[src/rtl/pcu_pkg.sv]
package pcu_pkg;
  localparam int DATA_W     = 32;
  localparam int SEL_W      = 8;
  // register map (neighbouring software decodes these)
  localparam int CTRL_BASE  = 'h00;
  localparam int COUNT_BASE = 'h20;
  localparam int AUX_OFF    = 'h30;
  // control word field positions
  localparam int BIT_OVF    = 0;
  localparam int BIT_CLR    = 1;
  localparam int BIT_EN     = 2;
  localparam int SEL_LSB    = 24;

  function automatic logic [DATA_W-1:0] pack_ctrl(input logic en, input logic ovf,
                                                  input logic [SEL_W-1:0] sel);
    logic [DATA_W-1:0] w;
    w = '0;
    w[BIT_OVF] = ovf;
    w[BIT_EN]  = en;
    w[SEL_LSB +: SEL_W] = sel;
    return w;
  endfunction
endpackage

[src/rtl/pcu_evsel.sv]
module pcu_evsel #(
  parameter int EV_W     = 64,
  parameter int SEL_W    = 8,
  parameter bit IS_CYCLE = 1'b0
) (
  input  logic [SEL_W-1:0] sel,
  input  logic [EV_W-1:0]  events,
  output logic             hit
);
  localparam int IDX_W = $clog2(EV_W);

  generate
    if (IS_CYCLE) begin : g_cycle
      logic unused_in;
      assign unused_in = ^{sel, events};
      assign hit = 1'b1;
    end else begin : g_event
      logic in_range;
      assign in_range = (int'(sel) < EV_W);
      assign hit = in_range & events[sel[IDX_W-1:0]];
    end
  endgenerate
endmodule

[src/rtl/pcu_counter.sv]
module pcu_counter
  import pcu_pkg::*;
#(
  parameter int CNT_W    = 32,
  parameter int EV_W     = 64,
  parameter bit IS_CYCLE = 1'b0
) (
  input  logic              clk,
  input  logic              rst_n,
  input  logic              wr,
  input  logic [DATA_W-1:0] wdata,
  input  logic              run,
  input  logic [EV_W-1:0]   events,
  output logic [CNT_W-1:0]  count,
  output logic              enabled,
  output logic              ovf,
  output logic [DATA_W-1:0] ctrl_word
);
  logic [SEL_W-1:0] sel;
  logic             hit;
  logic             inc;
  logic             wrap;
  logic             unused_bits;

  assign unused_bits = ^{wdata[SEL_LSB-1:BIT_EN+1], wdata[BIT_OVF]};

  pcu_evsel #(.EV_W(EV_W), .SEL_W(SEL_W), .IS_CYCLE(IS_CYCLE)) u_evsel (
    .sel    (sel),
    .events (events),
    .hit    (hit)
  );

  assign inc  = enabled & run & hit;
  assign wrap = inc & (&count);

  always_ff @(posedge clk or negedge rst_n) begin
    if (!rst_n) begin
      enabled <= 1'b0;
      sel     <= '0;
    end else if (wr) begin
      enabled <= wdata[BIT_EN];
      sel     <= wdata[SEL_LSB +: SEL_W];
    end
  end

  always_ff @(posedge clk or negedge rst_n) begin
    if (!rst_n) begin
      count <= '0;
    end else if (wr && wdata[BIT_CLR]) begin
      count <= '0;
    end else if (inc) begin
      count <= count + 1'b1;
    end
  end

  always_ff @(posedge clk or negedge rst_n) begin
    if (!rst_n) begin
      ovf <= 1'b0;
    end else if (wr) begin
      ovf <= 1'b0;
    end else if (wrap) begin
      ovf <= 1'b1;
    end
  end

  assign ctrl_word = pack_ctrl(enabled, ovf, sel);
endmodule

[src/rtl/pcu_regif.sv]
module pcu_regif
  import pcu_pkg::*;
#(
  parameter int N     = 4,
  parameter int CNT_W = 32,
  parameter int AW    = 8
) (
  input  logic                clk,
  input  logic                rst_n,
  input  logic                req_valid,
  output logic                req_ready,
  input  logic                req_we,
  input  logic [AW-1:0]       req_addr,
  input  logic [DATA_W-1:0]   req_wdata,
  output logic                rsp_valid,
  input  logic                rsp_ready,
  output logic [DATA_W-1:0]   rsp_rdata,
  output logic [N-1:0]        ctrl_wr,
  input  logic [N*DATA_W-1:0] ctrl_rd_flat,
  input  logic [N*CNT_W-1:0]  cnt_flat
);
  logic              accept;
  logic              aux_wr;
  logic [DATA_W-1:0] aux_q;
  logic [DATA_W-1:0] rd_mux;

  assign req_ready = ~rsp_valid;
  assign accept    = req_valid & req_ready;

  always_comb begin
    ctrl_wr = '0;
    for (int i = 0; i < N; i++) begin
      if (accept && req_we && req_addr == AW'(CTRL_BASE + 4*i)) ctrl_wr[i] = 1'b1;
    end
  end

  assign aux_wr = accept & req_we & (req_addr == AW'(AUX_OFF));

  always_comb begin
    rd_mux = '0;
    for (int i = 0; i < N; i++) begin
      if (req_addr == AW'(CTRL_BASE + 4*i))  rd_mux = ctrl_rd_flat[i*DATA_W +: DATA_W];
      if (req_addr == AW'(COUNT_BASE + 4*i)) rd_mux = DATA_W'(cnt_flat[i*CNT_W +: CNT_W]);
    end
    if (req_addr == AW'(AUX_OFF)) rd_mux = aux_q;
  end

  always_ff @(posedge clk or negedge rst_n) begin
    if (!rst_n) aux_q <= '0;
    else if (aux_wr) aux_q <= req_wdata;
  end

  always_ff @(posedge clk or negedge rst_n) begin
    if (!rst_n) begin
      rsp_valid <= 1'b0;
      rsp_rdata <= '0;
    end else if (accept && !req_we) begin
      rsp_valid <= 1'b1;
      rsp_rdata <= rd_mux;
    end else if (rsp_valid && rsp_ready) begin
      rsp_valid <= 1'b0;
    end
  end
endmodule

[src/rtl/pcu_top.sv]
module pcu_top
  import pcu_pkg::*;
#(
  parameter int N     = 4,
  parameter int CNT_W = 32,
  parameter int EV_W  = 64,
  parameter int AW    = 8
) (
  input  logic              clk,
  input  logic              rst_n,
  input  logic              req_valid,
  output logic              req_ready,
  input  logic              req_we,
  input  logic [AW-1:0]     req_addr,
  input  logic [DATA_W-1:0] req_wdata,
  output logic              rsp_valid,
  input  logic              rsp_ready,
  output logic [DATA_W-1:0] rsp_rdata,
  input  logic [EV_W-1:0]   event_in,
  output logic              irq
);
  logic [N-1:0]        ctrl_wr;
  logic [N-1:0]        en_vec;
  logic [N-1:0]        ovf_vec;
  logic [N*DATA_W-1:0] ctrl_rd_flat;
  logic [N*CNT_W-1:0]  cnt_flat;
  logic                run_all;

  // counter 0 gates everything: disabled or wrapped stops the whole unit
  assign run_all = en_vec[0] & ~ovf_vec[0];
  assign irq     = ovf_vec[0];

  pcu_regif #(.N(N), .CNT_W(CNT_W), .AW(AW)) u_regif (
    .clk          (clk),
    .rst_n        (rst_n),
    .req_valid    (req_valid),
    .req_ready    (req_ready),
    .req_we       (req_we),
    .req_addr     (req_addr),
    .req_wdata    (req_wdata),
    .rsp_valid    (rsp_valid),
    .rsp_ready    (rsp_ready),
    .rsp_rdata    (rsp_rdata),
    .ctrl_wr      (ctrl_wr),
    .ctrl_rd_flat (ctrl_rd_flat),
    .cnt_flat     (cnt_flat)
  );

  for (genvar i = 0; i < N; i++) begin : g_cnt
    pcu_counter #(.CNT_W(CNT_W), .EV_W(EV_W), .IS_CYCLE(i == 0)) u_cnt (
      .clk       (clk),
      .rst_n     (rst_n),
      .wr        (ctrl_wr[i]),
      .wdata     (req_wdata),
      .run       (run_all),
      .events    (event_in),
      .count     (cnt_flat[i*CNT_W +: CNT_W]),
      .enabled   (en_vec[i]),
      .ovf       (ovf_vec[i]),
      .ctrl_word (ctrl_rd_flat[i*DATA_W +: DATA_W])
    );
  end
endmodule

[config.mk]
export PLATFORM = sky130hd
export DESIGN_NAME = pcu_top
export DESIGN_NICKNAME = d
export VERILOG_FILES = /design/src/rtl/pcu_pkg.sv /design/src/rtl/pcu_evsel.sv /design/src/rtl/pcu_counter.sv /design/src/rtl/pcu_regif.sv /design/src/rtl/pcu_top.sv
export SDC_FILE = /design/constraint.sdc
export NUM_CORES = 1
export LEC_CHECK = 0
export BUFFER_PORTS_ARGS = -buffer_cell sky130_fd_sc_hd__buf_2
export CAP_MARGIN = 10
export CORE_AREA = 2 2 223 225
export CTS_BUF_LIST = sky130_fd_sc_hd__clkbuf_8 sky130_fd_sc_hd__clkbuf_16
export DETAILED_ROUTE_END_ITERATION = 7
export DIE_AREA = 0 0 225 227
export PLACE_DENSITY_LB_ADDON = 0.3
export SYNTH_ARGS = -nofsm -noshare
export SYNTH_HDL_FRONTEND = slang
export SYNTH_SLANG_ARGS = --single-unit
export TNS_END_PERCENT = 30
[constraint.sdc]
create_clock -name clk -period 6.9 [get_ports clk]
set_clock_uncertainty 0.15 [all_clocks]
set_input_delay 1.38 -clock clk [delete_from_list [all_inputs] [get_ports clk]]
set_output_delay 1.38 -clock clk [all_outputs]
set_load 0.005 [all_outputs]
## After elaboration in Yosys (flattened, before gate mapping)

Index checks and enable logic that the tools add are counted.

- Flip-flop bits (word level): 233
- Word-level logic and storage cells: 120
- Output and inout port bits: 35
- Bits of input ports: 109

- Bitwise logic cells: 20
- Order comparisons: 6
- Eq/ne operators: 8
- $add $sub $neg: 4
- Mux-type cells: 37
- Reduce and logical (&&, ||, !) cells: 26

Operator list:

| cell | number |
|---|---|
| 32-bit 2-to-1 mux | 17 |
| 32-bit by 1-bit adder with 32-bit output (second input constant) | 4 |
| 32-bit AND reduction | 4 |
| 8-bit by 6-bit equality test with 1-bit output (second input constant) | 5 |
| 8-bit by 7-bit less-than comparator with 1-bit output (second input constant) | 3 |
| 6-bit by 7-bit less-than comparator with 1-bit output (second input constant) | 3 |
| 1-bit AND | 18 |
| 1-bit binary-select mux with 6-bit select | 3 |
| 2-bit nonzero test | 9 |
| 1-bit 2-to-1 mux | 17 |
| 8-bit by 4-bit equality test with 1-bit output (second input constant) | 2 |
| 1-bit logical AND | 11 |
| 8-bit by 3-bit equality test with 1-bit output (second input constant) | 1 |
| 8-bit logical NOT | 1 |
| 1-bit NOT | 2 |
| 1-bit logical NOT | 1 |

## Logic depth before layout (Yosys ltp)

Gate-level depths: netlist (run 1).

- Depth after elaboration: 10
- Mapped depth: 11
- Depth with buffers taken out: 7

## By module

A second synthesis (run 1) with hierarchy kept.

- Cells, all modules: 1771
- Area, all modules: 16659.7 um^2

By module, submodules not included:

| module | area an instance (um^2) | times used | cells each | seq. area each (um^2) |
|---|---|---|---|---|
| pcu_counter | 2337.2 | 4 | 235 | 1051.0 |
| pcu_regif | 5465.2 | 1 | 702 | 1626.6 |
| pcu_evsel at g_cnt[1].u_cnt.u_evsel ... | 606.8 | 3 | 42 | 0.0 |
| pcu_top | 13.8 | 1 | 1 | 0.0 |
| pcu_evsel at g_cnt[0].u_cnt.u_evsel | 11.3 | 1 | 2 | 0.0 |

## Worst setup path before layout (run 1)

Ideal clock, no wire load.

- Kind: input port to flip-flop
- From: input req_addr[1]
- To: register g_cnt[2].u_cnt.count[29]
- Arrival: 3.428 ns
- Path slack: 3.185 ns
- Stages on the path: 7
- Data required time: 6.614 ns
- Setup time: 0.136 ns
- Buffers on the path: 0
- Path through: nor4b_1 > nand3_1 > nor2_1 > a31oi_1 > a2111oi_0 > a21o_1 > a21oi_1

- Longest elaborated chain between the ends: 5
- Elaborated cells on any way between the ends: 6
- Those cells by class: eq/ne (1); mux (2); reduce/logical (3)

Ends and longest elaborated chain:

| what | RTL line | text |
|---|---|---|
| start: declaration | pcu_top.sv:14 | `input logic [AW-1:0] req_addr,` |
| 8-bit by 4-bit equality test with 1-bit output (*) | pcu_regif.sv:33 | `if (accept && req_we && req_addr == AW'(CTRL_BASE + 4*i)) ctrl_wr[i] = 1'b1;` |
| 1-bit logical AND (*) | pcu_regif.sv:33 |  |
| 1-bit 2-to-1 mux (*) | pcu_regif.sv:33 |  |
| 1-bit logical AND (*) | pcu_counter.sv:49 | `end else if (wr && wdata[BIT_CLR]) begin` |
| 32-bit 2-to-1 mux / 2-bit nonzero test (equally long branches) | -- |  |
| end signal: assignment | pcu_counter.sv:52 | `count <= count + 1'b1;` |
| end: declaration | pcu_counter.sv:14 | `output logic [CNT_W-1:0] count,` |

Every way passes the cells marked *; elsewhere a longest branch is shown, timed or not.
A chain may end at the register's enable or synchronous reset.

## Worst setup path after layout (run 1)

- From: input req_addr[5]
- To: register g_cnt[2].u_cnt.count[31]

Same word-level chain as after synthesis.

==> out/metrics.cfg, run 1 <==
[worst_setup_path]
critPathMaxFanout=35
critical_path.endpoint_type=register
setup.worst_path.class=in2reg
critPathLaunchType=input pin
worst_ep_arrival_time_ns=4.87
required_ns=7.21

[global_routing]
grt_first_pass_wirelength_um=65000
groute.usage.overall=0.164
via_count_of_the_first_global_routing_pass=11000
grt_start_max_net_pins=122
initial_antenna_violation_count=5
grt_overflow_total=0

[finish]
drive_gt1_frac=0.236
fill_cell_count=4935
finish.instance_area_um2=15700
final_cell_count_no_fill=2064
synthToLayoutAreaGrowth_pct=16.2
design.final.nets=1537

[floorplanning]
floorplan_die_area_um2=51100
floorplan.io_pins=144
die_height_um=227
placementRows=81
die_width_um=225
core-area_um2=48500
start_util=0.278

[timing]
achievable-frequency_mhz=220
timing.final.setup_violations=0
max-slew-margin-rel=0.226
finalWorstPathRequiredPeriod_ns=4.55
worst_slew_pin_slew_ns=1.16
final_critical_path_setup_slack_ns=2.35
final.period_utilization=0.660
rsz0062_at_grt=no
finalSetupTns_ns=0
hold_violations=0
slew_violations=0

[cts]
numCtsBuffers=25
skew_pair_late_insertion_delay_ns=0.55
cts_buffer_depth=3
cts_setup_buffers=0
cts_num_sinks=233
clkSlewWorstSetupHoldPaths_ns=0.06
cts_hold_repair.buffers=0
cts-htree-levels=1
clockRootBuffer=sky130_fd_sc_hd__clkbuf_16
post_cts.resized_instances=0
clock_tree_from_tritoncts=yes

[placed_design]
post_place_instance_area_um2=14800
port-buffer-count=143
place_congestion=0.841
dp.cells=2019
detailed_place_hpwl_um=30400
dp_worst_setup_slack_ns=1.86

[drt]
wl_per_cell_um=20.3
num_vias=11300
drtIter0Drc=992
antenna_left=0
detail_route.first_pass.iterations=5
totalWireLength_um=42000
route.detailed.drc=0
vias_per_cell=5.45

[synth]
yosys.area_share.xor_xnor=0.0448
primary_ff_master_synth=sky130_fd_sc_hd__dfrtp_1
synth_sequential_area_ratio=0.432
complex_gate_fraction_of_the_synthesized_area=0.156
area_fraction_in_and_or_nand_and_nor_cells_after_synthesis=0.166
synth_top_cell_by_area=sky130_fd_sc_hd__dfrtp_1
synth_async_sr_flop_share=1.00
synthMuxAreaShare=0.163
yosysUniqueCellTypes=71
yosysWarningCount=0
synthDominantCellAreaShare=0.432
syn-num-nets=1426
number_of_flops_mapped_to_enable_cells_by_yosys=0
synth_cells=1313
synth.most_common_cell=sky130_fd_sc_hd__dfrtp_1
synth.top_cells.by_count=sky130_fd_sc_hd__dfrtp_1, sky130_fd_sc_hd__nor2_1, sky130_fd_sc_hd__nand2_1, sky130_fd_sc_hd__a21oi_1, sky130_fd_sc_hd__mux2_2
yosys_register_bits=233
ys_top_cells_by_area=sky130_fd_sc_hd__dfrtp_1, sky130_fd_sc_hd__mux4_2, sky130_fd_sc_hd__mux2_2
synthesis.area_um2=13500
synthesis.area_per_instance_um2=10.3
yosys.area_share.adder=0.00371
synth_top_family_by_area=simple AND/OR/NAND/NOR gates

[power]
static_leakage_nw=6.15
p_per_area_nw_per_um2=206
pwr-share-comb=0.097
seq_power_share=0.467
peakVddDrop_mv=0.171
share_clk_of_total_power=0.436
p_int_mw=2.41
power_switching_share=0.253
switch_pwr_uw=814

[job]
maxCapViolCount=0

[outcome]
outcome=completed

[min_path]
hold_class=reg2reg

==> cell type report <==
type,count,area [µm²],share of cell area
repair buffers,167,906,0.0578
diodes,1,2.50,0.000160
clock buffers,34,749,0.0478
clock inverters,10,101,0.00646
flip-flops and latches,233,5830,0.372
well taps,622,778,0.0496
inverters,26,97.6,0.00623
multi-input cells,971,7210,0.460
==> cells by family (layout without fill, tap and decap cells) <==
kind of cell,count (synthesis),count (layout)
XOR/XNOR,69,69
AO/OA/AOI/OAI,306,306
other,0,1
adder cells (fa/ha/maj),4,4
flip-flops,233,233
AND/OR/NAND/NOR,450,450
multiplexers,142,142
buffers and inverters,109,237
==> path summary, 6_finish.rpt <==
check / end / from / slack (ns) / cells past startpoint
min in group asynchronous: g_cnt[0].u_cnt.count[7]$_DFFE_PN0P_ / rst_n / 0.80 / 1
min: u_regif.aux_q[1]$_DFFE_PN0P_ / u_regif.aux_q[1]$_DFFE_PN0P_ / 0.33 / 2
max in group asynchronous: g_cnt[0].u_cnt.ovf$_DFFE_PN0P_ / rst_n / 4.41 / 2
max: g_cnt[2].u_cnt.count[31]$_DFFE_PN0P_ / req_addr[5] / 2.35 / 10
max reg2reg: g_cnt[3].u_cnt.count[17]$_DFFE_PN0P_ / g_cnt[3].u_cnt.sel[1]$_DFFE_PN0P_ / 2.82 / 7
min reg2reg: u_regif.aux_q[1]$_DFFE_PN0P_ / u_regif.aux_q[1]$_DFFE_PN0P_ / 0.33 / 2
==> cells in the final DEF (no fill, tap or decap), drive strengths merged, types with 9 or more instances in the layout <==
cell / n
or4: 13
a21oi: 73
mux4: 52
xnor2: 42
o31ai: 14
nor2: 144
dfrtp: 233
a2111oi: 18
xor2: 27
and3: 19
nand3: 57
a221oi: 26
a22oi: 12
mux2i: 19
and2: 14
or3: 34
mux2: 71
nand2: 89
clkbuf: 34
a22o: 21
nand4: 23
a31oi: 31
inv: 29
buf: 167
nand3b: 9
and4: 13
o21ai: 58
a211oi: 16
==> per-stage QoR <==
stage / utilization / hold WS [ns] / power (mW)
after floorplan: - / 0.301 / 1.67
after global placement: 0.305 / 0.314 / 1.84
after detailed placement: 0.305 / 0.323 / 1.85
after CTS: 0.323 / 0.337 / 3.26
after global routing: 0.323 / 0.369 / 3.35
final: 0.323 / 0.335 / 3.23
==> critical path: stages <==
cell and delay (ns):
sky130_fd_sc_hd__buf_2 0.29, sky130_fd_sc_hd__nor4_1 0.56, sky130_fd_sc_hd__nand3_1 0.55, sky130_fd_sc_hd__nor2_2 0.20, sky130_fd_sc_hd__buf_4 0.36, sky130_fd_sc_hd__a31oi_1 0.08, sky130_fd_sc_hd__buf_4 0.23, sky130_fd_sc_hd__a2111oi_0 0.84
sky130_fd_sc_hd__nand3_1 0.16, sky130_fd_sc_hd__a21oi_1 0.19
==> routing by layer <==
layer / GRT usage / up-vias / wire, µm
met5: 0 / - / 56
met4: 0.0500 / 8 / 1390
met3: 0.0337 / 82 / 2410
met2: 0.260 / 341 / 19000
met1: 0.225 / 5658 / 19100
li1: - / 5162 / -
==> registers in the layout, indices dropped and copies added (netlist names) <==
| signal | flops |
|---|---|
| g_cnt.u_cnt.enabled | 4 |
| g_cnt.u_cnt.sel | 32 |
| g_cnt.u_cnt.ovf | 4 |
| g_cnt.u_cnt.count | 128 |
| u_regif.rsp_rdata | 32 |
| u_regif.rsp_valid | 1 |
| u_regif.aux_q | 32 |
==> power groups by stage <==
stage               clock, mW  sequential [mW]  combinational (mW)
floorplan                   0             1.51               0.160
finish                   1.41             1.51               0.313
global route             1.48             1.52               0.351
detailed placement          0             1.53               0.317
global placement            0             1.53               0.313
CTS                      1.44             1.51               0.318
Note: power is estimated with default switching activity, not from simulation.
==> run 2: changes to the inputs <==
--- a/config.mk
+++ b/config.mk
@@ -5,12 +5,13 @@
 export SDC_FILE = /design/constraint.sdc
 export NUM_CORES = 1
 export LEC_CHECK = 0
+export ABC_AREA = 1
 export BUFFER_PORTS_ARGS = -buffer_cell sky130_fd_sc_hd__buf_2
 export CAP_MARGIN = 10
-export CORE_AREA = 2 2 223 225
+export CORE_AREA = 2 2 243 245
 export CTS_BUF_LIST = sky130_fd_sc_hd__clkbuf_8 sky130_fd_sc_hd__clkbuf_16
 export DETAILED_ROUTE_END_ITERATION = 7
-export DIE_AREA = 0 0 225 227
+export DIE_AREA = 0 0 245 247
 export PLACE_DENSITY_LB_ADDON = 0.3
 export SYNTH_ARGS = -nofsm -noshare
 export SYNTH_HDL_FRONTEND = slang
==> constraint.sdc (replaced) <==
create_clock -name clk -period 4.2 [get_ports clk]
set_clock_uncertainty 0.15 [all_clocks]
set_input_delay 0.84 -clock clk [delete_from_list [all_inputs] [get_ports clk]]
set_output_delay 0.84 -clock clk [all_outputs]
set_load 0.005 [all_outputs]
==> run 2 against run 1 <==
Against the previous run:
- clock-buffer cell count up 2
- sequential share of layout area down 5.2 points
- cell count up 57%
- clock power up 71%
- non-clock buffer count down 1
- synthesized cell count up 79%
- hold slack worse by 0.16 ns
- global-route usage up 4.1 points
- critical path depth up 2
- total power up 63%
- utilization down 0.99 points
- critical path type is now reg2reg
- critical endpoint is now g_cnt[1].u_cnt.count[22]$_DFFE_PN0P_
- largest power group is now clock
==> out/metrics.cfg, run 2 <==
[worst_setup_path]
startpoint=g_cnt[1].u_cnt.sel[2]$_DFFE_PN0P_
critPathMaxFanout=33
required_ns=4.50
critPathLaunchType=register
setup.worst_path.class=reg2reg
critical_path.endpoint_type=register
worst_ep_arrival_time_ns=3.41
rr_startpoint=g_cnt[1].u_cnt.sel[2]$_DFFE_PN0P_

[synth]
synth_cells=2350
synth.top_cells.by_count=sky130_fd_sc_hd__nand2_1, sky130_fd_sc_hd__nand3_1, sky130_fd_sc_hd__dfrtp_1, sky130_fd_sc_hd__inv_1, sky130_fd_sc_hd__nor2_1
synth.most_common_cell=sky130_fd_sc_hd__nand2_1
yosysWarningCount=0
synth_async_sr_flop_share=1.00
yosysUniqueCellTypes=52
primary_ff_master_synth=sky130_fd_sc_hd__dfrtp_1
synth_top_cell_by_area=sky130_fd_sc_hd__dfrtp_1
synthesis.area_um2=16100
synth_sequential_area_ratio=0.363
synthesis.area_per_instance_um2=6.84
syn-num-nets=2463
synthDominantCellAreaShare=0.363
number_of_flops_mapped_to_enable_cells_by_yosys=0
yosys_register_bits=233
ys_top_cells_by_area=sky130_fd_sc_hd__dfrtp_1, sky130_fd_sc_hd__nand2_1, sky130_fd_sc_hd__nand3_1

[global_routing]
grt_first_pass_wirelength_um=96300
groute.layer.met1.usage=0.292
via_count_of_the_first_global_routing_pass=15900
grt_start_max_net_pins=110
grt_most_used_layer=met2
grt_use_met2=0.319
initial_antenna_violation_count=6
groute.usage.overall=0.204
grt_overflow_total=0
globalRouteMet3Util=0.0271

[timing]
rsz0062_at_grt=no
finalSetupTns_ns=0
final.period_utilization=0.740
finalWorstPathRequiredPeriod_ns=3.11
achievable-frequency_mhz=322
hold_violations=0
slew_violations=0
max-slew-margin-rel=0.363
timing.final.setup_violations=0
worst_slew_pin_slew_ns=0.956

[drt]
wl_per_cell_um=19.2
vias_per_cell=5.06
drtIter0Drc=1642
detail_route.first_pass.iterations=6
totalWireLength_um=62500
antenna_left=0
route.detailed.drc=0
num_vias=16400

[finish]
synthToLayoutAreaGrowth_pct=13.4
most_frequent_cells_in_the_layout=sky130_fd_sc_hd__nand2_1, sky130_fd_sc_hd__nand3_1, sky130_fd_sc_hd__dfrtp_1, sky130_fd_sc_hd__inv_1, sky130_fd_sc_hd__nor2_1
largest_register_ff_count=128
drive_gt1_frac=0.115
multi_input_gate_area_in_the_final_layout_um2=8750
design.final.nets=2560
fill_cell_count=6405
final_common_cell=sky130_fd_sc_hd__nand2_1
area.sequential_um2=5830
final_cell_count_no_fill=3246
largest_register=g_cnt.u_cnt.count

[floorplanning]
start_util=0.276
core-area_um2=58200
die_width_um=245
placementRows=89
floorplan.io_pins=144
die_height_um=247
floorplan_die_area_um2=60500

[cts]
cts-htree-levels=1
numCtsBuffers=28
cts_buffer_depth=3
cts_setup_buffers=0
post_cts.resized_instances=0
cts_num_sinks=233
clock_tree_from_tritoncts=yes
clkSlewWorstSetupHoldPaths_ns=0.06
cts_hold_repair.buffers=0
skew_pair_late_insertion_delay_ns=0.56
clockRootBuffer=sky130_fd_sc_hd__clkbuf_16

[job]
maxCapViolCount=0

[placed_design]
port-buffer-count=143
dp.cells=3190
place_congestion=0.938
detailed_place_hpwl_um=46900

[power]
static_leakage_nw=8.66
peakVddDrop_mv=0.271
p_per_area_nw_per_um2=289

[outcome]
outcome=completed

[min_path]
hold_class=in2async

run 2: cells by family after synthesis:
kind of cell | Yosys count | share of synthesized area
XOR/XNOR | 76 | 0.0414
AO/OA/AOI/OAI | 239 | 0.0822
adder cells (fa/ha/maj) | 4 | 0.00311
flip-flops | 233 | 0.363
multiplexers | 22 | 0.0154
buffers and inverters | 318 | 0.0933
AND/OR/NAND/NOR | 1458 | 0.402
run 2: final timing paths:
| check | end | slack (ns) | depth (start not counted) |
|---|---|---|---|
| max reg2reg | g_cnt[1].u_cnt.count[22]$_DFFE_PN0P_ | 1.09 | 12 |
| max | g_cnt[1].u_cnt.count[22]$_DFFE_PN0P_ | 1.09 | 12 |
| min reg2reg | u_regif.rsp_rdata[31]$_DFFE_PN0P_ | 0.32 | 2 |
| min in group clk | u_regif.rsp_valid$_DFFE_PN0P_ | 0.31 | 2 |
| max in group asynchronous | g_cnt[3].u_cnt.enabled$_DFFE_PN0P_ | 2.67 | 2 |
| min | u_regif.aux_q[15]$_DFFE_PN0P_ | 0.18 | 1 |
run 2: area by class of cell:
| type | count | area share |
|---|---|---|
| multi-input cells | 1799 | 0.480 |
| repair buffers | 166 | 0.0506 |
| well taps | 773 | 0.0531 |
| inverters | 219 | 0.0459 |
| clock buffers | 36 | 0.0451 |
| clock inverters | 15 | 0.00494 |
| flip-flops and latches | 233 | 0.320 |
| diodes | 5 | 0.000686 |
run 2: critical path: stages, from the launching register on:
cell and delay [ns]:
sky130_fd_sc_hd__dfrtp_1 0.32, sky130_fd_sc_hd__buf_4 0.21, sky130_fd_sc_hd__clkinv_1 0.47, sky130_fd_sc_hd__nand3_1 0.23
sky130_fd_sc_hd__nand2_1 0.15, sky130_fd_sc_hd__nand2_1 0.10, sky130_fd_sc_hd__nand3_1 0.08, sky130_fd_sc_hd__nand3b_1 0.11
sky130_fd_sc_hd__nand2_2 0.23, sky130_fd_sc_hd__nand2_4 0.41, sky130_fd_sc_hd__nand2_4 0.30, sky130_fd_sc_hd__nand2_1 0.16
sky130_fd_sc_hd__nand2_1 0.06
run 2: metal layers:
| layer | vias up | part of all wire |
|---|---|---|
| li1 | 7891 | - |
| met1 | 7867 | 0.46 |
| met2 | 576 | 0.44 |
| met3 | 96 | 0.065 |
| met4 | 6 | 0.028 |
| met5 | - | 0.00053 |
run 2: power by group:
part	leakage, nW	total, mW	internal (mW)	switching [mW]
Combinational	5.14	0.496	0.171	0.325
Sequential	3.03	2.36	2.31	0.0534
Clock	0.487	2.41	1.42	0.988
run 2: per-stage QoR:
| step | power (mW) | area, µm² | hold slack (ns) | utilization | setup WS, ns |
|---|---|---|---|---|---|
| 4_1_cts | 5.33 | 18200 | 0.256 | 0.313 | 1.15 |
| 3_3_place_gp | 2.89 | 17300 | 0.317 | 0.297 | 0.812 |
| 2_1_floorplan | 2.63 | 16100 | 0.298 | - | 1.88 |
| 5_1_grt | 5.48 | 18200 | 0.298 | 0.313 | 0.846 |
| 3_5_place_dp | 2.90 | 17300 | 0.311 | 0.297 | 0.749 |
| 6_report | 5.27 | 18200 | 0.178 | 0.313 | 1.09 |
==> run 3: changes to the inputs <==
--- a/config.mk
+++ b/config.mk
@@ -5,13 +5,13 @@
 export SDC_FILE = /design/constraint.sdc
 export NUM_CORES = 1
 export LEC_CHECK = 0
-export ABC_AREA = 1
+export ABC_AREA = 0
 export BUFFER_PORTS_ARGS = -buffer_cell sky130_fd_sc_hd__buf_2
 export CAP_MARGIN = 10
-export CORE_AREA = 2 2 243 245
+export CORE_AREA = 2 2 223 225
 export CTS_BUF_LIST = sky130_fd_sc_hd__clkbuf_8 sky130_fd_sc_hd__clkbuf_16
 export DETAILED_ROUTE_END_ITERATION = 7
-export DIE_AREA = 0 0 245 247
+export DIE_AREA = 0 0 225 227
 export PLACE_DENSITY_LB_ADDON = 0.3
 export SYNTH_ARGS = -nofsm -noshare
 export SYNTH_HDL_FRONTEND = slang
==> constraint.sdc (replaced) <==
create_clock -name clk -period 2.65 [get_ports clk]
set_clock_uncertainty 0.15 [all_clocks]
set_input_delay 0.53 -clock clk [delete_from_list [all_inputs] [get_ports clk]]
set_output_delay 0.53 -clock clk [all_outputs]
set_load 0.005 [all_outputs]
==> run 3 against run 2 <==
Against the previous run:
- total power increased by 61%
- the run now ends with setup timing left
- sequential share of layout area up 0.91 points
- fmax is 0.81% higher
- worst setup slack worse by 1.5 ns
- wire length is 27% lower
- die area shrank 16%
- largest cell class unchanged
- hold slack worse by 0.11 ns
- clock-buffer cell count fell by 4
- clock power increased by 48%
- combinational power rose by 100%
- global-route usage shrank 2.7 points
- critical path type unchanged
==> out/metrics.cfg, run 3 (synthesis results as in run 1) <==
[power]
power_switching_share=0.257
share_clk_of_total_power=0.420
peakVddDrop_mv=0.444
p_int_mw=6.30
p_per_area_nw_per_um2=478
static_leakage_nw=7.20
switch_pwr_mw=2.18
pwr-share-comb=0.119
seq_power_share=0.461

[floorplanning]
die_width_um=225
floorplan.io_pins=144
core-area_um2=48500
placementRows=81
floorplan_die_area_um2=51100
die_height_um=227
start_util=0.278

[drt]
antenna_left=0
wl_met2_um=21200
totalWireLength_um=45700
route.met3.wl_um=2720
vias_per_cell=5.37
wl_per_cell_um=20.3
detail_route.first_pass.iterations=5
num_vias=12100
drtIter0Drc=1034
wire_length_the_detailed_router_placed_on_met1_um=20300
route.detailed.drc=0
topRoutingLayerUsed=met5

[global_routing]
via_count_of_the_first_global_routing_pass=12100
grt_start_max_net_pins=66
groute.usage.overall=0.178
grt_first_pass_wirelength_um=70700
initial_antenna_violation_count=5
grt_overflow_total=0

[finish]
largest_register=g_cnt.u_cnt.count
design.final.nets=1723
final_cell_count_no_fill=2252
synthToLayoutAreaGrowth_pct=31.5
largest_register_ff_count=128
final_common_cell=sky130_fd_sc_hd__dfrtp_1
utilization_after_layout=0.365
most_frequent_cells_in_the_layout=sky130_fd_sc_hd__dfrtp_1, sky130_fd_sc_hd__buf_4, sky130_fd_sc_hd__buf_2, sky130_fd_sc_hd__nor2_1, sky130_fd_sc_hd__nand2_1
fill_cell_count=4879
drive_gt1_frac=0.358
finish.instance_area_um2=17700

[worst_setup_path]
critPathLaunchType=register
reg2regPathDepth=8
setup.worst_path.class=reg2reg
required_ns=2.97
critPathMaxFanout=8
worst_ep_arrival_time_ns=3.40
critical_path.endpoint_type=register

[placed_design]
detailed_place_hpwl_um=34600
dp.cells=2190
post_place_instance_area_um2=16400
dp_worst_setup_slack_ns=-0.649
place_congestion=0.926
port-buffer-count=143

[cts]
numCtsBuffers=26
skew_pair_late_insertion_delay_ns=0.55
clkSlewWorstSetupHoldPaths_ns=0.06
clockRootBuffer=sky130_fd_sc_hd__clkbuf_16
cts_num_sinks=233
cts-htree-levels=1
cts_buffer_depth=3
clock_tree_from_tritoncts=yes

[timing]
final_critical_path_setup_slack_ns=-0.432
worst_slew_pin_slew_ns=0.779
rsz0062_at_grt=yes
slew_violations=0
timing.final.setup_violations=97
max-slew-margin-rel=0.467
hold_violations=0
achievable-frequency_mhz=325
finalSetupTns_ns=-19.82
finalWorstPathRequiredPeriod_ns=3.08
final.period_utilization=1.16

[outcome]
violations=setup timing
outcome=complete, but fails checks

[min_path]
hold_class=in2reg
hold_depth=2

[job]
maxCapViolCount=0

==> run 3: worst max-delay path, stage by stage (launching register included) <==
cell and delay [ns]:
sky130_fd_sc_hd__dfrtp_2 0.51, sky130_fd_sc_hd__mux4_2 0.38, sky130_fd_sc_hd__mux2i_1 0.07, sky130_fd_sc_hd__mux2_4 0.28, sky130_fd_sc_hd__a2111o_1 0.50, sky130_fd_sc_hd__a2111o_1 0.49
sky130_fd_sc_hd__buf_6 0.17, sky130_fd_sc_hd__or3_1 0.33, sky130_fd_sc_hd__a21oi_2 0.14
==> run 3: path summary, 6_finish.rpt <==
kind / startpoint / slack [ns] / end
worst max register to register: g_cnt[1].u_cnt.sel[0]$_DFFE_PN0P_ / -0.43 / g_cnt[1].u_cnt.count[13]$_DFFE_PN0P_
worst min register to register: u_regif.aux_q[1]$_DFFE_PN0P_ / 0.34 / u_regif.aux_q[1]$_DFFE_PN0P_
worst max-delay path: g_cnt[1].u_cnt.sel[0]$_DFFE_PN0P_ / -0.43 / g_cnt[1].u_cnt.count[13]$_DFFE_PN0P_
min in group asynchronous: rst_n / 0.38 / g_cnt[0].u_cnt.count[16]$_DFFE_PN0P_
max in group asynchronous: rst_n / 1.29 / u_regif.aux_q[4]$_DFFE_PN0P_
worst min-delay path: req_wdata[3] / 0.07 / u_regif.aux_q[3]$_DFFE_PN0P_
==> run 3: cell type report <==
type | instances | area, µm² | share of cell area
antenna | 3 | 7.51 | 0.000423
clock buffer | 32 | 744 | 0.0420
clock inverter | 13 | 86.3 | 0.00487
inverter | 26 | 97.6 | 0.00550
multi-input combinational | 971 | 7530 | 0.425
sequential | 233 | 5830 | 0.329
tap | 622 | 778 | 0.0439
timing repair buffer | 352 | 2660 | 0.150
==> run 3: what timing repair did <==
item | CTS | global route
endpoints found under the setup margin | 99 | 108
pin swaps | 16 | 26
hold buffers | 2 | 0
resized for setup | 49 | 65
buffers inserted | 4 | 11
gates cloned | 0 | 0
hold endpoints to repair | 48 | 0
==> run 3: metal layers <==
metal  vias up  GRT usage
li1       5544          -
met1      6064      0.242
met2       403      0.288
met3        87     0.0302
met4         2     0.0558
met5         -          0
==> run 3: through the flow <==
stage	hold WS [ns]	power [mW]
2_1_floorplan	0.0844	4.35
3_3_place_gp	0.318	4.92
3_5_place_dp	0.332	4.94
4_1_cts	0.0420	8.56
5_1_grt	0.0465	8.85
6_report	0.0664	8.48
==> run 3: power groups by stage <==
stage	registers [mW]	clock network, mW	logic (mW)
after floorplan	3.93	0	0.418
after global routing	3.94	3.80	1.11
after global placement	3.97	0	0.950
after CTS	3.91	3.66	0.987
final	3.92	3.56	1.01
after detailed placement	3.98	0	0.970
